**config.mk**
```make
export PLATFORM = sky130hd
export DESIGN_NAME = uart_fifo_level_irq
export DESIGN_NICKNAME = d
export VERILOG_FILES = /design/src/rtl/uart_flv_pkg.sv /design/src/rtl/flv_level_counter.sv /design/src/rtl/flv_irq_ctrl.sv /design/src/rtl/uart_fifo_level_irq.sv
export SDC_FILE = /design/constraint.sdc
export NUM_CORES = 1
export LEC_CHECK = 0
export BUFFER_PORTS_ARGS = -buffer_cell sky130_fd_sc_hd__buf_2
export CORE_ASPECT_RATIO = 1.75
export CORE_UTILIZATION = 40
export DETAILED_ROUTE_END_ITERATION = 16
export PLACE_DENSITY = 0.78
export SLEW_MARGIN = 25
export SYNTH_ARGS = -nofsm -noshare
export SYNTH_HDL_FRONTEND = slang
export SYNTH_SLANG_ARGS = --single-unit
```
**constraint.sdc**
```tcl
create_clock -name clk -period 2.6 [get_ports clk]
set_clock_uncertainty 0.05 [all_clocks]
set_input_delay 0.52 -clock clk [delete_from_list [all_inputs] [get_ports clk]]
set_output_delay 0.52 -clock clk [all_outputs]
set_load 0.02 [all_outputs]
```
**src/rtl/uart_flv_pkg.sv**
```systemverilog
`timescale 1ns/1ps
// Package: shared register selects and bit positions for the FIFO level and
// interrupt unit. Assumes a 32-bit configuration data path.
package uart_flv_pkg;
    typedef enum logic [1:0] {
        SEL_TXCTL = 2'd0,
        SEL_RXCTL = 2'd1,
        SEL_IEN   = 2'd2,
        SEL_PEND  = 2'd3
    } cfg_sel_e;

    localparam int CTL_EN_BIT    = 0;
    localparam int CTL_FLUSH_BIT = 1;
    localparam int CTL_TRIG_LSB  = 8;

    localparam int PND_TX  = 0;
    localparam int PND_RX  = 1;
    localparam int PND_ERR = 2;
    localparam int NUM_SRC = 3;
    localparam int IEN_W   = 4;

    localparam int STAT_RX_LSB   = 0;
    localparam int STAT_TX_LSB   = 8;
    localparam int STAT_FREE_LSB = 24;
endpackage

```
**src/rtl/flv_level_counter.sv**
```systemverilog
`timescale 1ns/1ps
// Module: occupancy counter for one queue of DEPTH entries.
// Assumes push/pop are one-cycle strobes from the data path. Flush wins over
// push and pop; a disabled counter holds; a push at full is dropped and
// reported on ovf in the same cycle.
module flv_level_counter #(
    parameter int DEPTH = 16,
    parameter int CNT_W = $clog2(DEPTH + 1)
) (
    input  logic             clk,
    input  logic             rst_n,
    input  logic             en,
    input  logic             flush,
    input  logic             push,
    input  logic             pop,
    output logic [CNT_W-1:0] level,
    output logic             ovf
);
    localparam logic [CNT_W-1:0] FULL_C = CNT_W'(DEPTH);

    logic full;
    logic take_push;
    logic take_pop;

    // Purpose: decide which strobes are accepted this cycle.
    always_comb begin
        full      = (level == FULL_C);
        take_push = en && push && !full;
        take_pop  = en && pop && (level != '0);
        ovf       = en && push && full && !flush;
    end

    // Purpose: update the level from flush, push and pop.
    always_ff @(posedge clk) begin
        if (!rst_n || flush) begin
            level <= '0;
        end else if (take_push && !take_pop) begin
            level <= level + 1'b1;
        end else if (take_pop && !take_push) begin
            level <= level - 1'b1;
        end
    end

    p_level_bound_r2: assert property (@(posedge clk) disable iff (!rst_n)
        level <= FULL_C);
    p_flush_zero_r5: assert property (@(posedge clk) disable iff (!rst_n)
        flush |=> (level == '0));
    p_full_drop_r3: assert property (@(posedge clk) disable iff (!rst_n)
        (en && !flush && push && !pop && (level == FULL_C)) |=> $stable(level));
    p_disabled_hold_r4: assert property (@(posedge clk) disable iff (!rst_n)
        (!en && !flush) |=> $stable(level));
endmodule

```
**src/rtl/flv_irq_ctrl.sv**
```systemverilog
`timescale 1ns/1ps
// Module: sticky pending bits with write-1-to-clear, an enable mask and one
// combined request. Assumes set_v are level conditions sampled each cycle;
// a set in the same cycle as a clear keeps the bit at 1. Enable bits above
// NSRC are stored only.
module flv_irq_ctrl #(
    parameter int NSRC  = 3,
    parameter int EN_W  = 4
) (
    input  logic            clk,
    input  logic            rst_n,
    input  logic            en_we,
    input  logic [EN_W-1:0] en_wdata,
    input  logic            clr_we,
    input  logic [NSRC-1:0] clr_wdata,
    input  logic [NSRC-1:0] set_v,
    output logic [EN_W-1:0] en_q,
    output logic [NSRC-1:0] pend_q,
    output logic            irq
);
    logic [NSRC-1:0] clr_mask;

    // Purpose: form the clear mask for this cycle.
    always_comb clr_mask = clr_we ? clr_wdata : '0;

    // Purpose: hold the enable mask.
    always_ff @(posedge clk) begin
        if (!rst_n)     en_q <= '0;
        else if (en_we) en_q <= en_wdata;
    end

    // Purpose: one sticky pending bit per source, set wins over clear.
    for (genvar s = 0; s < NSRC; s++) begin : g_src
        always_ff @(posedge clk) begin
            if (!rst_n)        pend_q[s] <= 1'b0;
            else if (set_v[s]) pend_q[s] <= 1'b1;
            else if (clr_mask[s]) pend_q[s] <= 1'b0;
        end

        p_set_sticky_r9: assert property (@(posedge clk) disable iff (!rst_n)
            set_v[s] |=> pend_q[s]);
        p_w1c_clear_r9: assert property (@(posedge clk) disable iff (!rst_n)
            (clr_we && clr_wdata[s] && !set_v[s]) |=> !pend_q[s]);
    end

    // Purpose: merge enabled pending bits onto one request line.
    always_comb irq = |(pend_q & en_q[NSRC-1:0]);
endmodule

```
**src/rtl/uart_fifo_level_irq.sv**
```systemverilog
`timescale 1ns/1ps
// Module: top of the FIFO level and interrupt unit. Decodes register writes,
// holds both control words, runs one counter per queue, packs the status word
// and feeds threshold and error conditions to the interrupt controller.
// Assumes LVL_W is wide enough to hold DEPTH.
module uart_fifo_level_irq
    import uart_flv_pkg::*;
#(
    parameter int DEPTH  = 16,
    parameter int LVL_W  = 6,
    parameter int DATA_W = 32
) (
    input  logic              clk,
    input  logic              rst_n,
    input  logic              cfg_we,
    input  logic [1:0]        cfg_addr,
    input  logic [DATA_W-1:0] cfg_wdata,
    input  logic              tx_push,
    input  logic              tx_pop,
    input  logic              rx_push,
    input  logic              rx_pop,
    input  logic              err_flag,
    output logic [DATA_W-1:0] fifo_stat,
    output logic [DATA_W-1:0] tx_cfg_rd,
    output logic [DATA_W-1:0] rx_cfg_rd,
    output logic [IEN_W-1:0]  irq_en_rd,
    output logic [NUM_SRC-1:0] irq_pend,
    output logic              irq,
    output logic              tx_empty,
    output logic              rx_overrun
);
    localparam int CNT_W = $clog2(DEPTH + 1);
    localparam int NCH   = 2;   // channel 0 = transmit, 1 = receive

    logic             wr_tx, wr_rx, wr_ien, wr_pend;
    logic             tx_en_q, rx_en_q;
    logic [LVL_W-1:0] tx_trig_q, rx_trig_q;
    logic [NCH-1:0]   en_v, flush_v, push_v, pop_v, ovf_v;
    logic [CNT_W-1:0] lvl_v [NCH];
    logic [LVL_W-1:0] tx_lvl, rx_lvl, tx_free;
    logic [NUM_SRC-1:0] set_v;
    logic             unused_bits;

    // Purpose: decode the register select.
    always_comb begin
        wr_tx   = cfg_we && (cfg_addr == SEL_TXCTL);
        wr_rx   = cfg_we && (cfg_addr == SEL_RXCTL);
        wr_ien  = cfg_we && (cfg_addr == SEL_IEN);
        wr_pend = cfg_we && (cfg_addr == SEL_PEND);
    end

    // Purpose: hold enable and trigger of both control words.
    always_ff @(posedge clk) begin
        if (!rst_n) begin
            tx_en_q <= 1'b0;  tx_trig_q <= '0;
            rx_en_q <= 1'b0;  rx_trig_q <= '0;
        end else begin
            if (wr_tx) begin
                tx_en_q   <= cfg_wdata[CTL_EN_BIT];
                tx_trig_q <= cfg_wdata[CTL_TRIG_LSB +: LVL_W];
            end
            if (wr_rx) begin
                rx_en_q   <= cfg_wdata[CTL_EN_BIT];
                rx_trig_q <= cfg_wdata[CTL_TRIG_LSB +: LVL_W];
            end
        end
    end

    // Purpose: route per-channel controls into vectors for the counter array.
    always_comb begin
        en_v    = {rx_en_q, tx_en_q};
        flush_v = {wr_rx && cfg_wdata[CTL_FLUSH_BIT], wr_tx && cfg_wdata[CTL_FLUSH_BIT]};
        push_v  = {rx_push, tx_push};
        pop_v   = {rx_pop, tx_pop};
    end

    for (genvar ch = 0; ch < NCH; ch++) begin : g_chan
        flv_level_counter #(.DEPTH(DEPTH), .CNT_W(CNT_W)) u_cnt (
            .clk   (clk),
            .rst_n (rst_n),
            .en    (en_v[ch]),
            .flush (flush_v[ch]),
            .push  (push_v[ch]),
            .pop   (pop_v[ch]),
            .level (lvl_v[ch]),
            .ovf   (ovf_v[ch])
        );
    end

    // Purpose: widen levels, derive free space and pack the status word.
    always_comb begin
        tx_lvl  = LVL_W'(lvl_v[0]);
        rx_lvl  = LVL_W'(lvl_v[1]);
        tx_free = LVL_W'(DEPTH) - tx_lvl;
        fifo_stat = '0;
        fifo_stat[STAT_RX_LSB   +: LVL_W] = rx_lvl;
        fifo_stat[STAT_TX_LSB   +: LVL_W] = tx_lvl;
        fifo_stat[STAT_FREE_LSB +: LVL_W] = tx_free;
    end

    // Purpose: present control read-back with flush always reading 0.
    always_comb begin
        tx_cfg_rd = '0;
        tx_cfg_rd[CTL_EN_BIT] = tx_en_q;
        tx_cfg_rd[CTL_TRIG_LSB +: LVL_W] = tx_trig_q;
        rx_cfg_rd = '0;
        rx_cfg_rd[CTL_EN_BIT] = rx_en_q;
        rx_cfg_rd[CTL_TRIG_LSB +: LVL_W] = rx_trig_q;
    end

    // Purpose: form interrupt set conditions and side outputs.
    always_comb begin
        rx_overrun      = ovf_v[1];
        tx_empty        = (tx_lvl == '0);
        set_v           = '0;
        set_v[PND_TX]   = tx_en_q && (tx_lvl <= tx_trig_q);
        set_v[PND_RX]   = rx_en_q && (rx_lvl >= rx_trig_q);
        set_v[PND_ERR]  = err_flag || ovf_v[1];
    end

    flv_irq_ctrl #(.NSRC(NUM_SRC), .EN_W(IEN_W)) u_irq (
        .clk       (clk),
        .rst_n     (rst_n),
        .en_we     (wr_ien),
        .en_wdata  (cfg_wdata[IEN_W-1:0]),
        .clr_we    (wr_pend),
        .clr_wdata (cfg_wdata[NUM_SRC-1:0]),
        .set_v     (set_v),
        .en_q      (irq_en_rd),
        .pend_q    (irq_pend),
        .irq       (irq)
    );

    assign unused_bits = ^{cfg_wdata[DATA_W-1:CTL_TRIG_LSB+LVL_W],
                           cfg_wdata[CTL_TRIG_LSB-1:IEN_W], ovf_v[0]};

    p_free_sum_r1: assert property (@(posedge clk) disable iff (!rst_n)
        (fifo_stat[STAT_TX_LSB +: LVL_W] + fifo_stat[STAT_FREE_LSB +: LVL_W]) == LVL_W'(DEPTH));
    p_overrun_err_r8: assert property (@(posedge clk) disable iff (!rst_n)
        rx_overrun |=> irq_pend[PND_ERR]);
    p_empty_flag_r11: assert property (@(posedge clk) disable iff (!rst_n)
        tx_empty |-> (fifo_stat[STAT_FREE_LSB +: LVL_W] == LVL_W'(DEPTH)));
endmodule

```
==> metrics.md, run 1 <==
| Metric | Value |
|---|---|
| # IOs | `~150` |
| # Max-Cap Violations | `0` |
| Min cycle time layout | `2.54 ns` |
| Yosys top cell area share | `0.256` |
| All-layer global routing usage | `0.159` |
| Ys async rst share | `0` |
| Layout cells sized above 1 | `0.291` |
| Port Buffers | `59` |
| Slew HR | `0.485` |
| Outcome | `finished clean` |
| Post-Syn Instances | `284` |
| CTS buffer count | `5` |
| Num Clock Sinks | `31` |
| Worst r2r path cells | `12` |
| Area growth syn-to-layout | `16.4%` |
| Critical Path Max Stage Delay | `approximately 0.36 ns` |
| Reg2reg setup slack | `0.06 ns` |
| Fin crit share | `0.977` |
| Final #Nets | `roughly 420` |
| DRC Markers | `0` |
| Global-route wire length before repair | `7570 µm` |
| Cell variety after synth | `41` |
| Fin worst setup slack | `slightly below 0.06 ns` |
| F_max | `between 300 and 400 MHz` |
| Final Setup Violations | `0` |
| Final Max Slew Viols | `0` |
| Post-Syn Area | `between 0.002 and 0.0025 mm²` |
| Synth top area cells | `dfxtp_1, buf_4, ha_1` |
| Vias per std cell | `4.51` |
| Place WS | `-0.0278 ns` |
| Clk root buf | `clkbuf_8` |
| YS warnings | `0` |
| Num rows | `37` |
| Detail Route Antenna Nets | `0` |
| Reg2Reg Capture Point | `g_chan[0].u_cnt.level[4]` |
| Register area share after synthesis | `0.256` |
| Critical-path top delay cell | `fa_2` |
| Initial antenna violation count | `0` |
| Clock slew at reported path FFs | `0.07 ns` |
| Hold path endpoint | `u_irq.pend_q[2]` |
| FF-to-FF Start | `g_chan[0].u_cnt.level[0]` |
| Crit path cell chain | `inv_4 > ha_4 > nor3b_4 > ha_2 > nand3b_1 > ha_2 > inv_4 > fa_2 > nand3_2 > a211oi_2 > a31oi_1 > mux2_2` |
| CP Data Required Time | `2.72 ns` |
| Power Density | `417 mW/mm²` |
| Placed Instance Area | `between 0.002 and 0.003 mm²` |
| Leak | `1.45 nW` |
| Setup crit end kind | `register` |
| Ant diodes | `0` |
| Critical path class | `reg2reg` |
| RSZ-0062 raised after global routing | `yes` |
| Clock Tree Buf Depth | `2` |
| Overflow after GRT | `0` |
| Post-synth EDFFs | `0` |
| Final core utilization | `0.480` |
| Final hold violations | `0` |
| Synth area leader | `dfxtp_1` |
| Worst min path class | `in2reg` |
| VDD IR-drop max | `0.000238 V` |
| Clk Latency, worst-skew pair | `approximately 0.29 ns` |
| Die width | `60.8 µm` |
| Starting Density | `0.412` |
| First-pass iteration count of the detailed router | `4` |
| Crit path DAT | `2.66 ns` |
| Critical path startpoint category | `register` |
| Die area | `0.00639 mm²` |
| Die height | `approximately 100 µm` |
| Start point of the worst hold path | `err_flag` |
| Core Region | `0.00588 mm²` |
| Seq cells post-synth | `31` |
| H-tree Lvls | `2` |
| Worst Tran Pin Value | `0.768 ns` |
| Routed vias | `1964` |
| Wire per inst | `11.1 µm` |
| Main flop type after synthesis | `dfxtp_1` |
| Largest net degree at the start of global routing | `32` |
| Crit Path Max Fanout | `5` |
| Number of global-route vias before repair | `1694` |
| Hpwl dp | `3880 µm` |
| Worst hold path stage count | `2` |
| DRT iter0 DRCs | `59` |
| Hold Buf Count CTS | `0` |
| Syn_area_per_cell | `~8.5 µm²` |
| Aggregate routed wire length | `4850 µm` |
| Gpl congestion | `0.866` |
| Design Area, Final | `0.00282 mm²` |
| CTS tree | `built` |
==> sequential cells by signal, summed over array words and instances, names as in the netlist <==
name and count:
tx_trig_q 6, rx_trig_q 6, u_irq.pend_q 3, u_irq.en_q 4, rx_en_q 1, g_chan.u_cnt.level 10, tx_en_q 1
==> cell usage after synthesis (3+ instances only) <==
cell and count:
buf_4 69, dfxtp_1 31, nor2_1 24, ha_1 21
mux2i_1 19, nor2b_1 19, inv_1 18, a21oi_1 16
nand3_1 7, nand2_1 6, buf_2 4, a31oi_1 3
and3_1 3, clkbuf_1 3, nand2b_1 3, nand3b_1 3
o21ai_0 3, xnor2_1 3, xor2_1 3
==> power by group <==
group          switching (W)  internal, W
clock               0.000182     0.000181
sequential         0.0000135     0.000490
combinational       0.000208     0.000103
==> metrics by stage <==
stage	total power, W	instances	setup TNS [ns]	hold WS (ns)
floorplan	0.000814	349	0	0.480
global placement	0.000806	421	-0.00272	0.448
detailed placement	0.000812	421	-0.0278	0.456
CTS	0.00118	430	0	0.401
global route	0.00124	435	-0.0684	0.416
finish	0.00118	435	0	0.406
==> cell usage in the layout, fill, tap and decap left out, types with 6 or more instances in the layout <==
cell type	synthesis	final
buf_2	4	59
nand3_1	7	6
inv_1	18	15
buf_4	69	17
nand2_1	6	6
nor2_1	24	24
mux2i_1	19	19
conb_1	1	66
nor2b_1	19	19
ha_1	21	15
dfxtp_1	31	29
a21oi_1	16	14
==> final cells by class <==
type                            count  area [µm²]
Sequential cell                    31         628
Fill cell                         567        3060
Tap cell                           78        97.6
Inverter                           18        72.6
Clock inverter                      3        15.0
Timing Repair Buffer               76         423
Clock buffer                        5        68.8
Multi-Input combinational cell    224        1520
==> worst max-delay path by stage <==
stage | end | cells after the start | start | slack, ns
global route | g_chan[0].u_cnt.level[4] | 12 | g_chan[0].u_cnt.level[0] | -0.07
finish | g_chan[0].u_cnt.level[4] | 12 | g_chan[0].u_cnt.level[0] | 0.06
floorplan | g_chan[0].u_cnt.level[4] | 12 | g_chan[0].u_cnt.level[0] | 0.006
global placement | g_chan[0].u_cnt.level[4] | 12 | g_chan[0].u_cnt.level[0] | -0.003
CTS | g_chan[0].u_cnt.level[4] | 12 | g_chan[0].u_cnt.level[0] | 0.005
detailed placement | g_chan[0].u_cnt.level[4] | 12 | g_chan[0].u_cnt.level[0] | -0.03
==> layer usage <==
metal,global-route usage,wire length [µm],vias to the layer above
met5,0,0,-
met4,0.0731,110,0
met3,0.0309,261,11
met2,0.290,2700,89
met1,0.162,1780,907
li1,-,-,957
==> timing repair <==
item                                    CTS  global route
pin swaps                                 3             4
endpoints found under the setup margin    2             3
resized for setup                         5             7
setup buffers                             1             5
cloned                                    0             0
endpoints found under the hold margin     0             0
==> worst max-delay path, delay by kind of cell (launching register included) <==
family          cells  cell delay (ns)
fa+ha+maj           4             0.90
simple gates        3             0.42
flops               1             0.35
mux                 1             0.35
compound gates      2             0.22
buf+inv             2             0.13
==> cell families after synthesis <==
logic type | share of synthesized area
other | 0.00155
adders and majority gates | 0.125
xor gates and xnor gates | 0.0217
muxes | 0.0831
AOI/OAI and AO/OA | 0.0841
DFF | 0.256
buffers and inverters | 0.255
and+or+nand+nor | 0.174
No activity file was read; power rests on OpenSTA's default activity.
==> inputs of run 2 (changes only) <==
==> constraint.sdc (replaced) <==
create_clock -name clk -period 2.3 [get_ports clk]
set_clock_uncertainty 0.05 [all_clocks]
set_input_delay 0.46 -clock clk [delete_from_list [all_inputs] [get_ports clk]]
set_output_delay 0.46 -clock clk [all_outputs]
set_load 0.02 [all_outputs]
==> run 2 against run 1 <==
  * The run now ends with negative setup slack left
  * Maximum frequency is 0.19% higher
  * Sequential cell count unchanged
  * Non-clock buffer count rose by 10
  * Sequential share of layout area down 1.3 points
  * Combinational power increased by 21%
  * Final area increased by 7.0%
  * Final cell count up 2.3%
  * Worst setup slack got worse by 0.30 ns
  * Register-to-register slack worse by 0.30 ns
  * Largest power group unchanged
==> metrics.md, run 2 (same netlist as run 1, synthesis figures left out) <==
| Metric | Value |
|---|---|
| Number of global-route vias before repair | `1879 (+11%)` |
| Global-route wire length before repair | `8340 µm (+10%)` |
| Outcome | `finished, violations left` |
| Power Density | `487 mW/mm² (+17%)` |
| Port Buffers | `59 (unchanged)` |
| CP Data Required Time | `2.42 ns (-0.30 ns)` |
| Design Area, Final | `0.00302 mm² (+7.0%)` |
| Crit path cell chain | `inv_2 > ha_4 > nor3b_4 > ha_2 > nand3b_1 > ha_2 > inv_4 > fa_2 > nand3_4 > a211oi_2 > a31oi_1 > mux2_2` |
| Overflow after GRT | `0 (unchanged)` |
| Min cycle time layout | `2.54 ns (-0.00493 ns)` |
| # Max-Cap Violations | `0 (unchanged)` |
| Biggest regs | `g_chan.u_cnt.level: 10 flops, rx_trig_q: 6 flops, tx_trig_q: 6 flops` |
| Fillers | `543 (-4.2%)` |
| Commonest non-fill, non-tap cells in the layout | `conb_1, buf_2, buf_4` |
| Final hold violations | `0 (unchanged)` |
| Largest net degree at the start of global routing | `32 (unchanged)` |
| Core Region | `0.00588 mm² (unchanged)` |
| Crit path top cell by count | `ha_2` |
| H-tree Lvls | `2 (unchanged)` |
| CTS buffer count | `5 (unchanged)` |
| Start point of the worst hold path | `err_flag` |
| Wire per inst | `11.8 µm (+5.5%)` |
| Detail Route Antenna Nets | `0 (unchanged)` |
| Internal Power | `0.00100 W (+29%)` |
| Placed Instance Area | `0.00276 mm² (+4.3%)` |
| Setup crit end kind | `register` |
| Die height | `105 µm (unchanged)` |
| Initial antenna violation count | `0 (unchanged)` |
| VDD IR-drop max | `0.000230 V (-3.7%)` |
| Non-filler cells, final | `445 (+2.3%)` |
| RSZ-0062 raised after global routing | `yes` |
| Crit path DAT | `2.66 ns (about the same)` |
| Hpwl dp | `4080 µm (+5.2%)` |
| Dpl cells | `430 (+2.1%)` |
| Crit Path Max Fanout | `5 (unchanged)` |
| Final Max Slew Viols | `0 (unchanged)` |
| Design Power | `0.00147 W (+25%)` |
| DRT iter0 DRCs | `56 (-5.1%)` |
| Layout cells sized above 1 | `0.349 (+0.0575)` |
| Fin crit share | `1.10 (+0.125)` |
| Clock slew at reported path FFs | `0.07 ns (about the same)` |
| DRC Markers | `0 (unchanged)` |
| Violated checks | `negative setup slack` |
| Starting Density | `0.412 (unchanged)` |
| Critical path startpoint category | `register` |
| Commonest non-fill, non-tap cell in the layout | `conb_1` |
| Final core utilization | `0.513 (+0.0336)` |
| Combinational Power Share | `0.255 (-0.009)` |
| Clk Latency, worst-skew pair | `0.29 ns (about the same)` |
| Area growth syn-to-layout | `24.5%` |
| Num Clock Sinks | `31 (unchanged)` |
| Clock Tree Buf Depth | `2 (unchanged)` |
| FF-to-FF Start | `g_chan[0].u_cnt.level[1]` |
| All-layer global routing usage | `0.174 (+0.0158)` |
| Final #Nets | `431 (+2.4%)` |
| Critical Path Max Stage Delay | `0.38 ns (+0.02 ns)` |
| Final Setup Violations | `3 (+3)` |
| Die area | `0.00639 mm² (unchanged)` |
| Largest Register | `g_chan.u_cnt.level` |
| Critical path class | `reg2reg` |
| Buffers plus inverters on the worst setup path | `2 (unchanged)` |
| Clock network fraction of design power | `0.358 (+0.050)` |
| Gpl congestion | `0.849 (-2.0%)` |
| Crit. Startpoint | `g_chan[0].u_cnt.level[1]` |
| Hold Buf Count CTS | `0 (unchanged)` |
| Kind of cell adding the most delay to the critical path | `adder cells` |
| Sum Neg Setup Slack | `-0.560 ns (-0.560 ns)` |
| Num rows | `37 (unchanged)` |
| Die width | `60.8 µm (unchanged)` |
| Seq pwr share | `0.387 (-0.041)` |
| Fin worst setup slack | `-0.236 ns (-0.295 ns)` |
| Largest register FFs | `10 (unchanged)` |
| Sw Pwr | `0.000469 W (+16%)` |
| Sw Share | `0.319 (-0.0238)` |
| Aggregate routed wire length | `5230 µm (+7.9%)` |
| Vias per std cell | `4.55 (+0.69%)` |
| CTS tree | `built` |
| Critical-path top delay cell | `fa_2` |
| Leak | `1.55 nW (+6.5%)` |
| # IOs | `148 (unchanged)` |
| F_max | `394 MHz (+0.19%)` |
| Worst min path class | `in2reg` |
| Ant diodes | `0 (unchanged)` |
| Routed vias | `2023 (+3.0%)` |
| First-pass iteration count of the detailed router | `4 (unchanged)` |
| Clk root buf | `clkbuf_8` |
-- run 2: area by class of cell --
| cell class | instances | area (µm²) | share of cell area |
|---|---|---|---|
| inverters | 18 | 72.6 | 0.0240 |
| clock buffers | 5 | 68.8 | 0.0228 |
| well taps | 78 | 97.6 | 0.0323 |
| clock inverters | 3 | 38.8 | 0.0129 |
| flip-flops and latches | 31 | 632 | 0.209 |
| repair buffers | 86 | 504 | 0.167 |
| multi-input cells | 224 | 1600 | 0.532 |
-- run 2: worst paths after layout --
kind,depth (start not counted),slack (ns),endpoint
worst min register to register,2,0.48,g_chan[1].u_cnt.level[4]
worst max register to register,12,-0.24,g_chan[0].u_cnt.level[4]
worst min-delay path,2,0.34,u_irq.pend_q[2]
worst max-delay path,12,-0.24,g_chan[0].u_cnt.level[4]
-- run 2: per-stage QoR --
step                      setup slack [ns]  hold WS [ns]
after global placement              -0.175         0.447
after detailed placement            -0.235         0.481
final                               -0.236         0.343
after global routing                -0.371         0.361
after CTS                           -0.237         0.336
after floorplan                     -0.240         0.480
-- run 2: repair_timing --
item | in CTS | in global routing
buffers inserted | 5 | 2
gates resized for setup | 8 | 10
pin swaps | 10 | 11
setup endpoints to repair | 5 | 6
-- run 2: routing by layer --
metal | vias up | wire [µm] | track usage
met5 | - | 0 | 0
met4 | 0 | 177 | 0.102
met3 | 15 | 254 | 0.0334
met2 | 92 | 2930 | 0.317
met1 | 934 | 1870 | 0.171
li1 | 982 | - | -
-- run 2: power by group through the flow --
stage	combinational, W	clock [W]	sequential [W]
after floorplan	0.000324	0	0.000604
final	0.000375	0.000526	0.000569
after detailed placement	0.000352	0	0.000581
after global routing	0.000414	0.000564	0.000571
after CTS	0.000364	0.000541	0.000569
after global placement	0.000346	0	0.000580
==> inputs of run 3 (changes only) <==
--- a/config.mk
+++ b/config.mk
@@ -10,6 +10,7 @@
 export CORE_UTILIZATION = 40
 export DETAILED_ROUTE_END_ITERATION = 16
 export PLACE_DENSITY = 0.78
+export RECOVER_POWER = 100
 export SLEW_MARGIN = 25
 export SYNTH_ARGS = -nofsm -noshare
 export SYNTH_HDL_FRONTEND = slang
==> run 3 against run 2 <==
  * First-iteration DRC count rose by 7.1%
  * Worst setup slack got worse by 0.011 ns
  * Highest routed layer unchanged
  * Sequential cell count unchanged
  * Via count rose by 0.64%
  * Register-to-register slack about the same
  * The run still ends with negative setup slack left
==> metrics.md, run 3 (same netlist as run 1, synthesis figures left out) <==
| Metric | Value |
|---|---|
| Commonest non-fill, non-tap cell in the layout | `conb_1` |
| Slew HR | `0.637` |
| Crit Path Max Fanout | `5 (unchanged)` |
| Hpwl dp | `4080 µm (unchanged)` |
| CP Data Required Time | `2.42 ns (about the same)` |
| Largest Register | `g_chan.u_cnt.level` |
| Worst min path class | `in2reg` |
| Gpl congestion | `0.849 (unchanged)` |
| Detail Route Antenna Nets | `0 (unchanged)` |
| All-layer global routing usage | `0.174 (unchanged)` |
| Commonest non-fill, non-tap cells in the layout | `conb_1, clkbuf_1, buf_2` |
| Port Buffers | `59 (unchanged)` |
| Seq pwr share | `0.388 (about the same)` |
| Clock slew at reported path FFs | `0.07 ns (about the same)` |
| Area growth syn-to-layout | `22.7%` |
| Area of the multi-input gates | `0.00160 mm² (unchanged)` |
| # IOs | `148 (unchanged)` |
| Leak | `1.42 nW (-8.4%)` |
| Placed Instance Area | `0.00276 mm² (unchanged)` |
| VDD IR-drop max | `0.000223 V (-3.0%)` |
| Wire per inst | `11.9 µm (+0.84%)` |
| Violated checks | `negative setup slack` |
| Fin worst setup slack | `-0.246 ns (-0.0110 ns)` |
| Largest net degree at the start of global routing | `32 (unchanged)` |
| FF/Latch Area | `632 µm² (unchanged)` |
| Clock Tree Buf Depth | `2 (unchanged)` |
| Fillers | `565 (+4.1%)` |
| Non-filler cells, final | `445 (unchanged)` |
| CTS buffer count | `5 (unchanged)` |
| Num Clock Sinks | `31 (unchanged)` |
| Clk Latency, worst-skew pair | `0.29 ns (about the same)` |
| Final hold violations | `0 (unchanged)` |
| DRC Markers | `0 (unchanged)` |
| Final Max Slew Viols | `0 (unchanged)` |
| Final #Nets | `431 (unchanged)` |
| Initial antenna violation count | `0 (unchanged)` |
| Overflow after GRT | `0 (unchanged)` |
| Layout cells sized above 1 | `0.264 (-0.0845)` |
| Design Area, Final | `0.00297 mm² (-1.5%)` |
| Min cycle time layout | `2.55 ns (+0.0110 ns)` |
| Global-route wire length before repair | `8340 µm (unchanged)` |
| Final Setup Violations | `3 (unchanged)` |
| Ant diodes | `0 (unchanged)` |
| Crit path DAT | `2.67 ns (about the same)` |
| Clock network fraction of design power | `0.359 (about the same)` |
| Routed vias | `2036 (+0.64%)` |
| Vias per std cell | `4.58 (+0.64%)` |
| Power Density | `493 mW/mm² (+1.2%)` |
| Aggregate routed wire length | `5280 µm (+0.84%)` |
| Outcome | `finished, violations left` |
| WHS | `0.344 ns (+0.000665 ns)` |
| Dpl cells | `430 (unchanged)` |
| Biggest regs | `g_chan.u_cnt.level: 10 flops, rx_trig_q: 6 flops, tx_trig_q: 6 flops` |
| # Max-Cap Violations | `0 (unchanged)` |
| Critical path class | `reg2reg` |
| Starting Density | `0.412 (unchanged)` |
| Internal Power | `0.000996 W (-0.57%)` |
| Clk root buf | `clkbuf_8` |
| F_max | `393 MHz (-0.43%)` |
| Fin crit share | `1.11 (+0.00476)` |
| Die height | `105 µm (unchanged)` |
| DRT iter0 DRCs | `60 (+7.1%)` |
| Number of global-route vias before repair | `1879 (unchanged)` |
| Sum Neg Setup Slack | `-0.596 ns (-0.0356 ns)` |
| Critical path startpoint category | `register` |
| First-pass iteration count of the detailed router | `4 (unchanged)` |
| CTS tree | `built` |
| Worst Tran Pin Value | `approximately 0.54 ns` |
| Largest register FFs | `10 (unchanged)` |
| Core Region | `0.00588 mm² (unchanged)` |
| Combinational Power Share | `0.252 (-0.003)` |
| Num rows | `37 (unchanged)` |
| RSZ-0062 raised after global routing | `yes` |
| Sw Share | `0.321 (+0.00225)` |
| Setup crit end kind | `register` |
| H-tree Lvls | `2 (unchanged)` |
| Die width | `60.8 µm (unchanged)` |
| Hold Buf Count CTS | `0 (unchanged)` |
| Die area | `0.00639 mm² (unchanged)` |
| Sw Pwr | `0.000471 W (+0.47%)` |
## run 3: cell count changes in the layout (fill, tap and decap cells not counted)
cell      delta
buf_2       -29
buf_4        -2
clkbuf_1    +31
## run 3: path summary, 6_finish.rpt
kind / from / depth (start not counted) / slack, ns / to
max reg2reg: g_chan[0].u_cnt.level[1] / 12 / -0.25 / g_chan[0].u_cnt.level[4]
min reg2reg: g_chan[1].u_cnt.level[4] / 2 / 0.48 / g_chan[1].u_cnt.level[4]
max: g_chan[0].u_cnt.level[1] / 12 / -0.25 / g_chan[0].u_cnt.level[4]
min: err_flag / 2 / 0.34 / u_irq.pend_q[2]
## run 3: routing by layer
metal	track usage	share of wire
met5	0	0
met4	0.102	0.034
met3	0.0334	0.051
met2	0.317	0.55
met1	0.171	0.36
## run 3: critical path: stages (launching register included)
cell	delay, ns
dfxtp_4	0.34
inv_2	0.06
ha_4	0.13
nor3b_4	0.21
ha_2	0.20
nand3b_1	0.11
ha_2	0.21
inv_4	0.07
fa_2	0.38
nand3_4	0.08
a211oi_2	0.06
a31oi_1	0.17
mux2_2	0.35
## run 3: power groups by stage
stage	Clock, W	Sequential, W	Combinational (W)
floorplan	0	0.000604	0.000324
CTS	0.000541	0.000569	0.000364
detailed placement	0	0.000581	0.000352
global placement	0	0.000580	0.000346
finish	0.000527	0.000570	0.000370
global route	0.000564	0.000572	0.000408
## run 3: metrics by stage
stage,power (W),util,setup slack [ns]
2_1_floorplan,0.000928,-,-0.240
3_3_place_gp,0.000926,0.469,-0.175
3_5_place_dp,0.000933,0.469,-0.235
4_1_cts,0.00147,0.504,-0.237
5_1_grt,0.00154,0.506,-0.371
6_report,0.00147,0.506,-0.246
## run 3: final cells by class
cell class,instances,share of cell area
multi-input cells,224,0.539
flip-flops and latches,31,0.212
repair buffers,86,0.155
well taps,78,0.0328
inverters,18,0.0244
clock buffers,5,0.0231
clock inverters,3,0.0130
## run 3: repair_timing
item | in CTS | in global routing
setup buffers | 5 | 2
setup endpoints to repair | 5 | 6
gates resized for setup | 8 | 10
pin swaps | 10 | 11
cloned | 0 | 0
endpoints found under the hold margin | 0 | 0
